## src/rtl/ide_irq_pkg.sv

```systemverilog
package ide_irq_pkg;

    localparam int OFS_W   = 12;
    localparam int NPORT   = 3;
    localparam int NSEL    = 2 * NPORT;
    localparam int WIN_W   = 3;
    localparam int PORT_W  = 2;
    localparam int REG_W   = 3;

    typedef enum logic [1:0] {
        RG_NONE = 2'd0,
        RG_WIN  = 2'd1,
        RG_STAT = 2'd2,
        RG_ARM  = 2'd3
    } region_e;

    typedef struct packed {
        region_e              region;
        logic [WIN_W-1:0]     win_idx;
        logic [PORT_W-1:0]    stat_port;
        logic [REG_W-1:0]     reg_idx;
    } dec_t;

    // Classify a local offset into window, status block or arm block.
    function automatic dec_t decode_ofs(input logic [OFS_W-1:0] ofs);
        dec_t d;
        d.region    = RG_NONE;
        d.win_idx   = ofs[10:8];
        d.stat_port = ofs[7:6];
        d.reg_idx   = ofs[4:2];
        if (ofs[11] && (ofs[10:8] < WIN_W'(NSEL))) begin
            d.region = RG_WIN;
        end else if (ofs[11:8] == 4'hF) begin
            d.region = (ofs[7:6] == 2'b11) ? RG_ARM : RG_STAT;
        end
        return d;
    endfunction

endpackage

```

## src/rtl/irq_addr_decode.sv

```systemverilog
module irq_addr_decode
    import ide_irq_pkg::*;
#(
    parameter bit THREE_PORT = 1'b1
) (
    input  logic [OFS_W-1:0]  ofs,
    input  logic              rd,
    input  logic              wr,
    output logic [NSEL-1:0]   sel,
    output logic [REG_W-1:0]  reg_idx,
    output logic              stat_hit,
    output logic [PORT_W-1:0] stat_port,
    output logic              arm_hit
);
    localparam int NSEL_ACT = THREE_PORT ? NSEL : NSEL - 2;

    dec_t dec;
    logic access;

    always_comb begin
        dec = decode_ofs(ofs);
        access = rd | wr;
    end

    for (genvar i = 0; i < NSEL; i++) begin : g_sel
        if (i < NSEL_ACT) begin : g_live
            assign sel[i] = access && (dec.region == RG_WIN)
                            && (dec.win_idx == WIN_W'(i));
        end else begin : g_absent
            assign sel[i] = 1'b0;
        end
    end

    assign reg_idx   = dec.reg_idx;
    assign stat_hit  = rd && (dec.region == RG_STAT);
    assign stat_port = dec.stat_port;
    assign arm_hit   = wr && (dec.region == RG_ARM);
endmodule

```

## src/rtl/irq_arm_latch.sv

```systemverilog
module irq_arm_latch (
    input  logic clk,
    input  logic rst,
    input  logic arm_hit,
    output logic armed
);
    always_ff @(posedge clk) begin
        if (rst) begin
            armed <= 1'b0;
        end else if (arm_hit) begin
            armed <= 1'b1;
        end
    end
endmodule

```

## src/rtl/irq_status_mux.sv

```systemverilog
module irq_status_mux
    import ide_irq_pkg::*;
#(
    parameter bit THREE_PORT = 1'b1
) (
    input  logic [NPORT-1:0]  irq_raw,
    input  logic              stat_hit,
    input  logic [PORT_W-1:0] stat_port,
    output logic [NPORT-1:0]  irq_live,
    output logic [7:0]        rdata
);
    localparam int NPORT_ACT = THREE_PORT ? NPORT : NPORT - 1;

    for (genvar p = 0; p < NPORT; p++) begin : g_port
        if (p < NPORT_ACT) begin : g_live
            assign irq_live[p] = irq_raw[p];
        end else begin : g_absent
            assign irq_live[p] = 1'b0;
        end
    end

    always_comb begin
        rdata = 8'h00;
        for (int p = 0; p < NPORT; p++) begin
            if (stat_hit && (stat_port == PORT_W'(p))) begin
                rdata[7] = irq_live[p];
            end
        end
    end
endmodule

```

## src/rtl/ide_irq_gate.sv

```systemverilog
module ide_irq_gate
    import ide_irq_pkg::*;
#(
    parameter bit THREE_PORT = 1'b1
) (
    input  logic              clk,
    input  logic              rst,
    input  logic [OFS_W-1:0]  bus_ofs,
    input  logic              bus_rd,
    input  logic              bus_wr,
    input  logic [NPORT-1:0]  ide_irq,
    output logic [7:0]        bus_rdata,
    output logic              host_irq,
    output logic [NSEL-1:0]   ide_sel,
    output logic [REG_W-1:0]  ide_reg
);
    logic              stat_hit;
    logic [PORT_W-1:0] stat_port;
    logic              arm_hit;
    logic              armed_q;
    logic [NPORT-1:0]  irq_live;

    irq_addr_decode #(.THREE_PORT(THREE_PORT)) u_dec (
        .ofs       (bus_ofs),
        .rd        (bus_rd),
        .wr        (bus_wr),
        .sel       (ide_sel),
        .reg_idx   (ide_reg),
        .stat_hit  (stat_hit),
        .stat_port (stat_port),
        .arm_hit   (arm_hit)
    );

    irq_arm_latch u_arm (
        .clk     (clk),
        .rst     (rst),
        .arm_hit (arm_hit),
        .armed   (armed_q)
    );

    irq_status_mux #(.THREE_PORT(THREE_PORT)) u_stat (
        .irq_raw   (ide_irq),
        .stat_hit  (stat_hit),
        .stat_port (stat_port),
        .irq_live  (irq_live),
        .rdata     (bus_rdata)
    );

    assign host_irq = armed_q & (|irq_live);
endmodule

```

## config.mk

```make
export PLATFORM = sky130hd
export DESIGN_NAME = ide_irq_gate
export DESIGN_NICKNAME = d
export VERILOG_FILES = /design/src/rtl/ide_irq_pkg.sv /design/src/rtl/irq_addr_decode.sv /design/src/rtl/irq_arm_latch.sv /design/src/rtl/irq_status_mux.sv /design/src/rtl/ide_irq_gate.sv
export SDC_FILE = /design/constraint.sdc
export NUM_CORES = 1
export LEC_CHECK = 0
export CORE_AREA = 2 2 39 41
export CTS_CLUSTER_SIZE = 24
export DETAILED_ROUTE_END_ITERATION = 12
export DIE_AREA = 0 0 41 43
export DONT_BUFFER_PORTS = 1
export SYNTH_ARGS = -nofsm -noshare
export SYNTH_HDL_FRONTEND = slang
export SYNTH_HIERARCHICAL = 1
export SYNTH_SLANG_ARGS = --single-unit
```

## constraint.sdc

```tcl
create_clock -name clk -period 1.7 [get_ports clk]
set_input_delay 0.085 -clock clk [delete_from_list [all_inputs] [get_ports clk]]
set_output_delay 0.085 -clock clk [all_outputs]
set_load 0.02 [all_outputs]
```

# [Word-level counts from Yosys, hierarchy flattened]
# Cells that the tools add are included.
[classes] magnitude_cmp=1 n_eq_ne=12 mux=6 n_bitwise=2 reduce_logical=16
[op_table] operator="logical AND 1 bit" n=13
[op_table] operator="equality test 2 bit (second input constant)" n=4
[op_table] operator="equality test 3 x 2 -> 1 bit (second input constant)" n=2
[op_table] operator="equality test 3 bit (second input constant)" n=2
[op_table] operator="equality test 2 x 1 -> 1 bit (second input constant)" n=2
[op_table] operator="equality test 4 bit (second input constant)" n=1
[op_table] operator="2-to-1 mux 1 bit" n=4
[op_table] operator="2-to-1 mux 2 bit" n=2
[op_table] operator="equality test 3 x 1 -> 1 bit (second input constant)" n=1
[op_table] operator="zero test 3 bit" n=1
[op_table] operator="< comparator 3 bit (second input constant)" n=1
[op_table] operator="OR reduction 3 bit" n=1
[op_table] operator="zero test 2 bit" n=1
[op_table] operator="bitwise AND 1 bit" n=1
[op_table] operator="OR 1 bit" n=1
[word_totals] register_bits=1 input_bits=19 output_inout_bits=18 wordCells=38

# [Longest topological paths before layout]
# Gate-level depths: netlist of run 1.
[depth] word_depth=10 mapped_depth=4 ltp_nobuf=3

# [Cells and area by module]
# Netlist of run 1, hierarchy kept.
[by_module_without_submodules] module="irq_addr_decode" n_inst=1 cells_each=20 area_per_inst_um2=137.6 seq_area_each_um2=0.0
[by_module_without_submodules] module="irq_status_mux" n_inst=1 cells_each=15 area_per_inst_um2=107.6 seq_area_each_um2=0.0
[by_module_without_submodules] module="irq_arm_latch" n_inst=1 cells_each=2 area_per_inst_um2=30.0 seq_area_each_um2=20.0
[by_module_without_submodules] module="ide_irq_gate" n_inst=1 cells_each=1 area_per_inst_um2=8.8 seq_area_each_um2=0.0

# [Worst setup path after synthesis of run 1]
# OpenSTA, ideal clock, no wires.
[synth_timing] path_kind="input to output" start="input bus_ofs[9]" end="output ide_sel[1]" arrival_ps=990 t_required_ps=1615 setup_slack_ps=625 path_stages=2 path_buffers=0 path_cell_list="nand2b_4 -> nor4b_1"
[synth_via] elab_chain_len=6 elab_cells_between_ends=9 cone_classes="1 x order compare; 3 x eq/ne; 2 x mux; 3 x reduce/logical"
[synth_lines] item="from (decl)" line="ide_irq_gate.sv:8" source="input logic [OFS_W-1:0] bus_ofs,"
[synth_lines] item="< comparator 3 bit or equality test 4 bit (tied branches)" line="ide_irq_pkg.sv:31, ide_irq_pkg.sv:33"
[synth_lines] item="logical AND 1 bit or 2-to-1 mux 2 bit (tied branches)" line="ide_irq_pkg.sv:31, ide_irq_pkg.sv:33"
[synth_lines] item="2-to-1 mux 2 bit" line="ide_irq_pkg.sv:31" source="if (ofs[11] && (ofs[10:8] < WIN_W'(NSEL))) begin"
[synth_lines] item="equality test 2 x 1 -> 1 bit" line="irq_addr_decode.sv:27" source="assign sel[i] = access && (dec.region == RG_WIN)"
[synth_lines] item="logical AND 1 bit" line="irq_addr_decode.sv:27"
[synth_lines] item="logical AND 1 bit *" line="irq_addr_decode.sv:28" source="&& (dec.win_idx == WIN_W'(i));"
[synth_lines] item="to (decl)" line="ide_irq_gate.sv:14" source="output logic [NSEL-1:0] ide_sel,"
# Mark *: on every way between the ends. The rest lies on a longest branch, timed or not.

# [Final worst setup path of run 1]
[layout_timing] start="input bus_ofs[9]" end="output ide_sel[5]"
# Same word-level chain as after synthesis.

==> results by group, run 1 <==
Timing
  • Slew @ Worst Pin: 0.610 ns
  • Highest clock rate: 1200 MHz
  • Setup violators final: 0
  • RSZ-0062 raised after global routing: no
  • Relative slew slack: 0.590
  • Final period utilization: 0.490
  • Max Slew Vio Count: 0
  • Worst clock skew: 0 ns
  • Setup tns final: 0 ns
  • Fin. Hold Viols: 0
  • Tmin final: 0.833 ns

GRT
  • Initial antenna violation count: 0
  • First-pass GRT wire length: 752 um
  • Largest net degree at the start of global routing: 8
  • Number of global-route vias before repair: 191
  • GRT Residual Overflow: 0
  • Global Route Usage Sum: 0.0570

Route
  • DRC viols: 0
  • Routed WL per cell: 10.5 um
  • Vias: 217
  • Vias/cell: 4.34
  • DRT iter0 DRCs: 2
  • 1st-pass router iterations: 4
  • Remaining antenna violation count after routing: 0
  • Drt total wl: 527 um

Final layout
  • Ant diodes: 0
  • Fill cell count: 159
  • Largest registers: u_arm/armed (1)
  • Max reg flops: 1
  • Final Util: 0.182
  • Largest register by flop count: u_arm/armed
  • Nets: 55
  • Share of cells above drive strength 1: 0.206
  • P&R area growth vs syn: -11.5%

Setup path
  • Worst EP required: 1.62 ns
  • R2R depth: 1
  • CP peak stage delay: 0.53 ns
  • Reg2Reg Setup Slack: 1.13 ns
  • Bufs and invs on worst path: 0
  • Worst-path fanout max: 4
  • Slowest stage cell, crit path: nor3_1
  • Critical path depth in cells: 2
  • Crit path DAT: 0.75 ns
  • Crit. End Element: output pin
  • Worst path top cell family by delay: simple AND/OR/NAND/NOR gates
  • Crit Path Class: in2out
  • Critical Path Start Type: primary input
  • Critical Path, Cell by Cell: nand2b_4, nor3_1

Outcome
  • Outcome: complete, no violations

Clocking
  • Hold-fix buffers at CTS: 0
  • Postcts setup bufs: 0
  • Clock latency on the worst-skew pair: 0 ns
  • Post-cts sizing count: 0

Logic synthesis
  • Ys Warns: 6
  • Post-synthesis sequential area ratio: 0.0705
  • Syn_area_per_cell: 7.47 um^2
  • Synthesized area: 284 um^2
  • Cells after Synth: 38
  • Yosys cell types: 19
  • Number of synthesized register bits: 1

Floorplanning
  • Chip width: 41 um
  • Total core area: 1380 um^2
  • Placement Rows: 14
  • Initial Utilization: 0.205
  • Ports: 37
  • Die ar.: 1760 um^2
  • Chip height: 43 um

Place
  • Hpwl dp: 486 um
  • IO Port Bufs: 0
  • GPL Wtd Cong: 0.731

Power
  • Lkg Pwr: 0.112 nW
  • PwrDens: 252 nW/um^2
  • Max IR drop VDD: 0.0817 mV

Min path
  • Hold Path Class: in2out
  • Worst Hold Path Cells: 0

Job
  • Max-cap violations: 0
-- through the flow --
stage / power [mW] / std cells / hold WS, ns / area [um^2] / setup WS (ns)
2_1_floorplan: 0.0890 / 44 / 0.252 / 307 / 0.625
6_report: 0.0633 / 50 / 0.170 / 251 / 0.867
5_1_grt: 0.0667 / 50 / 0.170 / 251 / 0.854
3_5_place_dp: 0.0632 / 50 / 0.170 / 251 / 0.863
3_3_place_gp: 0.0627 / 50 / 0.170 / 251 / 0.862
4_1_cts: 0.0633 / 50 / 0.170 / 251 / 0.862
-- Yosys cell counts --
library cell,count,area [um^2]
dfxtp_1,1,20.0
mux2i_1,1,10.0
o31a_1,1,8.76
buf_4,15,113
a211oi_2,1,12.5
nor4_1,2,12.5
nand2b_4,1,13.8
nor3_1,1,5.00
o21ba_1,1,10.0
nor2_1,2,7.51
nand3b_1,1,7.51
conb_1,1,3.75
nor4b_1,3,26.3
inv_1,1,3.75
nand4_1,1,6.26
o21ai_1,1,5.00
nand3_1,1,5.00
nand2_1,2,7.51
and2_1,1,6.26
-- metal layers --
metal  vias to the layer above  global-route usage  part of all wire
met3                         0              0.0262              0.22
met1                        92              0.0571              0.29
met2                        21               0.103              0.49
li1                        104                   -                 -
met5                         -                   0                 0
met4                         0             0.00667                 0
-- cells in the final DEF, fill, tap and decap left out, types with 2 or more instances in the layout --
cell type	synthesis	routed
nor2_1	2	2
nor4_1	2	2
nand2_1	2	2
buf_4	15	5
conb_1	1	7
nor4b_1	3	3
-- layout make-up --
cell class	count	area, um^2	area share
Multi-Input combinational cell	27	170	0.677
Timing Repair Buffer	5	37.5	0.149
Sequential cell	1	20.0	0.0796
Tap cell	16	20.0	0.0796
Inverter	1	3.75	0.0149
-- logic make-up after synthesis --
logic type	share of synthesized area
buffers and inverters	0.410
muxes	0.0352
AOI/OAI and AO/OA	0.128
and+or+nand+nor	0.344
DFF	0.0705
other	0.0132
-- worst paths after layout --
path	start	endpoint
worst max-delay path	bus_ofs[9]	ide_sel[5]
worst min-delay path	bus_ofs[2]	ide_reg[0]
worst max register to register	u_arm/armed$_SDFFE_PP0P_	u_arm/armed$_SDFFE_PP0P_
worst min register to register	u_arm/armed$_SDFFE_PP0P_	u_arm/armed$_SDFFE_PP0P_
-- where the power goes --
group          switching [mW]  total [mW]  leakage [nW]  internal [mW]
clock network               0           0             0              0
registers           0.0000772      0.0242       0.00806         0.0241
logic                  0.0264      0.0391         0.104         0.0127
total                  0.0264      0.0633         0.112         0.0369
No activity file was read; power rests on OpenSTA's default activity.
==> run 2, diff against run 1 <==
==> constraint.sdc (replaced) <==
create_clock -name clk -period 0.8 [get_ports clk]
set_input_delay 0.04 -clock clk [delete_from_list [all_inputs] [get_ports clk]]
set_output_delay 0.04 -clock clk [all_outputs]
set_load 0.02 [all_outputs]
==> results by group, run 2 (same netlist as run 1, synthesis figures left out) <==
Place
  • IO Port Bufs: 0 (unchanged)
  • Cell Area, Placed: 290 um^2 (was 251 um^2)
  • GPL Wtd Cong: 0.653 (was 0.731)
  • Hpwl dp: 527 um (was 486 um)
  • Placed cell count: 51 (was 50)

Setup path
  • Worst EP required: 0.76 ns (was 1.62 ns)
  • Crit path DAT: 0.63 ns (was 0.75 ns)
  • R2R depth: 1 (unchanged)
  • Worst path top cell family by delay: simple AND/OR/NAND/NOR gates (unchanged)
  • Worst R2R Start: u_arm/armed$_SDFFE_PP0P_ (unchanged)
  • Reg2Reg Setup Slack: 0.23 ns (was 1.13 ns)
  • Slowest stage cell, crit path: and2_1 (was nor3_1)
  • Critical path depth in cells: 3 (was 2)
  • Critical Path Start Type: primary input (unchanged)
  • Critical Path, Cell by Cell: nand4_1, a211oi_2, and2_1 (was nand2b_4, nor3_1)
  • CP peak stage delay: 0.27 ns (was 0.53 ns)
  • Bufs and invs on worst path: 0 (unchanged)
  • Crit Path Class: in2out (unchanged)
  • End of the critical path: bus_rdata[7] (was ide_sel[5])
  • Crit path from: bus_ofs[10] (was bus_ofs[9])
  • Worst R2R End: u_arm/armed$_SDFFE_PP0P_ (unchanged)
  • Crit. End Element: output pin (unchanged)
  • Worst-path fanout max: 7 (was 4)

Final layout
  • Nets: 56 (was 55)
  • Most common cell after layout, fill and taps aside: conb_1 (unchanged)
  • Post-route non-filler standard cell count: 51 (was 50)
  • Max reg flops: 1 (unchanged)
  • Ant diodes: 0 (unchanged)
  • P&R area growth vs syn: 3.08% (was -11.5%)
  • Most frequent cells in the layout: conb_1, buf_4, nor4b_2 (was conb_1, buf_4, nor4b_1)
  • Post-route cell area: 293 um^2 (was 251 um^2)
  • Share of cells above drive strength 1: 0.400 (was 0.206)
  • Largest register by flop count: u_arm/armed (unchanged)
  • Largest registers: u_arm/armed (1) (unchanged)

Clocking
  • Clock latency on the worst-skew pair: 0 ns (about the same)
  • Post-cts sizing count: 1 (was 0)
  • Hold-fix buffers at CTS: 0 (unchanged)
  • Postcts setup bufs: 0 (unchanged)

Route
  • DRC viols: 0 (unchanged)
  • Vias/cell: 4.16 (was 4.34)
  • Remaining antenna violation count after routing: 0 (unchanged)
  • DRT iter0 DRCs: 0 (was 2)
  • Drt total wl: 570 um (was 527 um)
  • 1st-pass router iterations: 1 (was 4)
  • Vias: 212 (was 217)
  • Routed WL per cell: 11.2 um (was 10.5 um)

Timing
  • Setup violators final: 0 (unchanged)
  • Tmin final: 0.671 ns
  • Highest clock rate: 1490 MHz
  • Worst clock skew: 0 ns (unchanged)
  • RSZ-0062 raised after global routing: no (unchanged)
  • Max Slew Vio Count: 0 (unchanged)
  • Fin. Hold Viols: 0 (unchanged)
  • Fin Hold WS: 0.0800 ns (was 0.170 ns)
  • Final period utilization: 0.839

Job
  • Max-cap violations: 0 (unchanged)

Floorplanning
  • Chip width: 41 um (unchanged)
  • Initial Utilization: 0.205 (unchanged)
  • Total core area: 1380 um^2 (unchanged)
  • Die ar.: 1760 um^2 (unchanged)
  • Placement Rows: 14 (unchanged)
  • Chip height: 43 um (unchanged)
  • Ports: 37 (unchanged)

GRT
  • Largest net degree at the start of global routing: 8 (unchanged)
  • First-pass GRT wire length: 903 um (was 752 um)
  • GRT Residual Overflow: 0 (unchanged)
  • Global Route Usage Sum: 0.0670 (was 0.0570)
  • Number of global-route vias before repair: 223 (was 191)
  • Initial antenna violation count: 0 (unchanged)

Power
  • Lkg Pwr: 0.122 nW (was 0.112 nW)
  • Total power: 145 uW (was 63.3 uW)
  • PwrDens: 497 nW/um^2 (was 252 nW/um^2)
  • Max IR drop VDD: 0.177 mV (was 0.0817 mV)

Min path
  • Worst hold start: bus_ofs[2] (unchanged)
  • Hold Path Class: in2out (unchanged)

Outcome
  • Outcome: complete, no violations (unchanged)
==> run 2: area by class of cell <==
class                      count  area, um^2
timing repair buffer           6        45.0
fill                         158        1090
sequential                     1        20.0
tap                           16        20.0
inverter                       1        3.75
multi-input combinational     27         204
==> run 2: per-layer routing <==
layer	vias to the layer above	routed length [um]	GRT usage
met4	0	0	0.00667
li1	106	-	-
met1	92	163	0.0730
met2	14	310	0.122
met3	0	96	0.0209
met5	-	0	0
==> run 2: stage by stage <==
step / worst slack, ns / TNS [ns] / utilization
floorplan: 0.0630 / 0 / -
global placement: 0.0114 / 0 / 0.210
detailed placement: -0.0127 / -0.0382 / 0.210
CTS: 0.109 / 0 / 0.212
global route: 0.0405 / 0 / 0.212
finish: 0.129 / 0 / 0.212
==> run 2: report_power, final <==
group	switching (mW)	internal (mW)	leakage, nW
Clock	0	0	0
Combinational	0.0615	0.0325	0.114
Sequential	0.000160	0.0513	0.00806
==> run 2: worst min path at each step <==
| stage | cells past startpoint | to |
|---|---|---|
| 3_5_place_dp | 0 | ide_reg[0] |
| 6_report | 0 | ide_reg[0] |
| 4_1_cts | 0 | ide_reg[0] |
| 3_3_place_gp | 0 | ide_reg[0] |
| 5_1_grt | 0 | ide_reg[2] |
| 2_1_floorplan | 1 | ide_sel[0] |
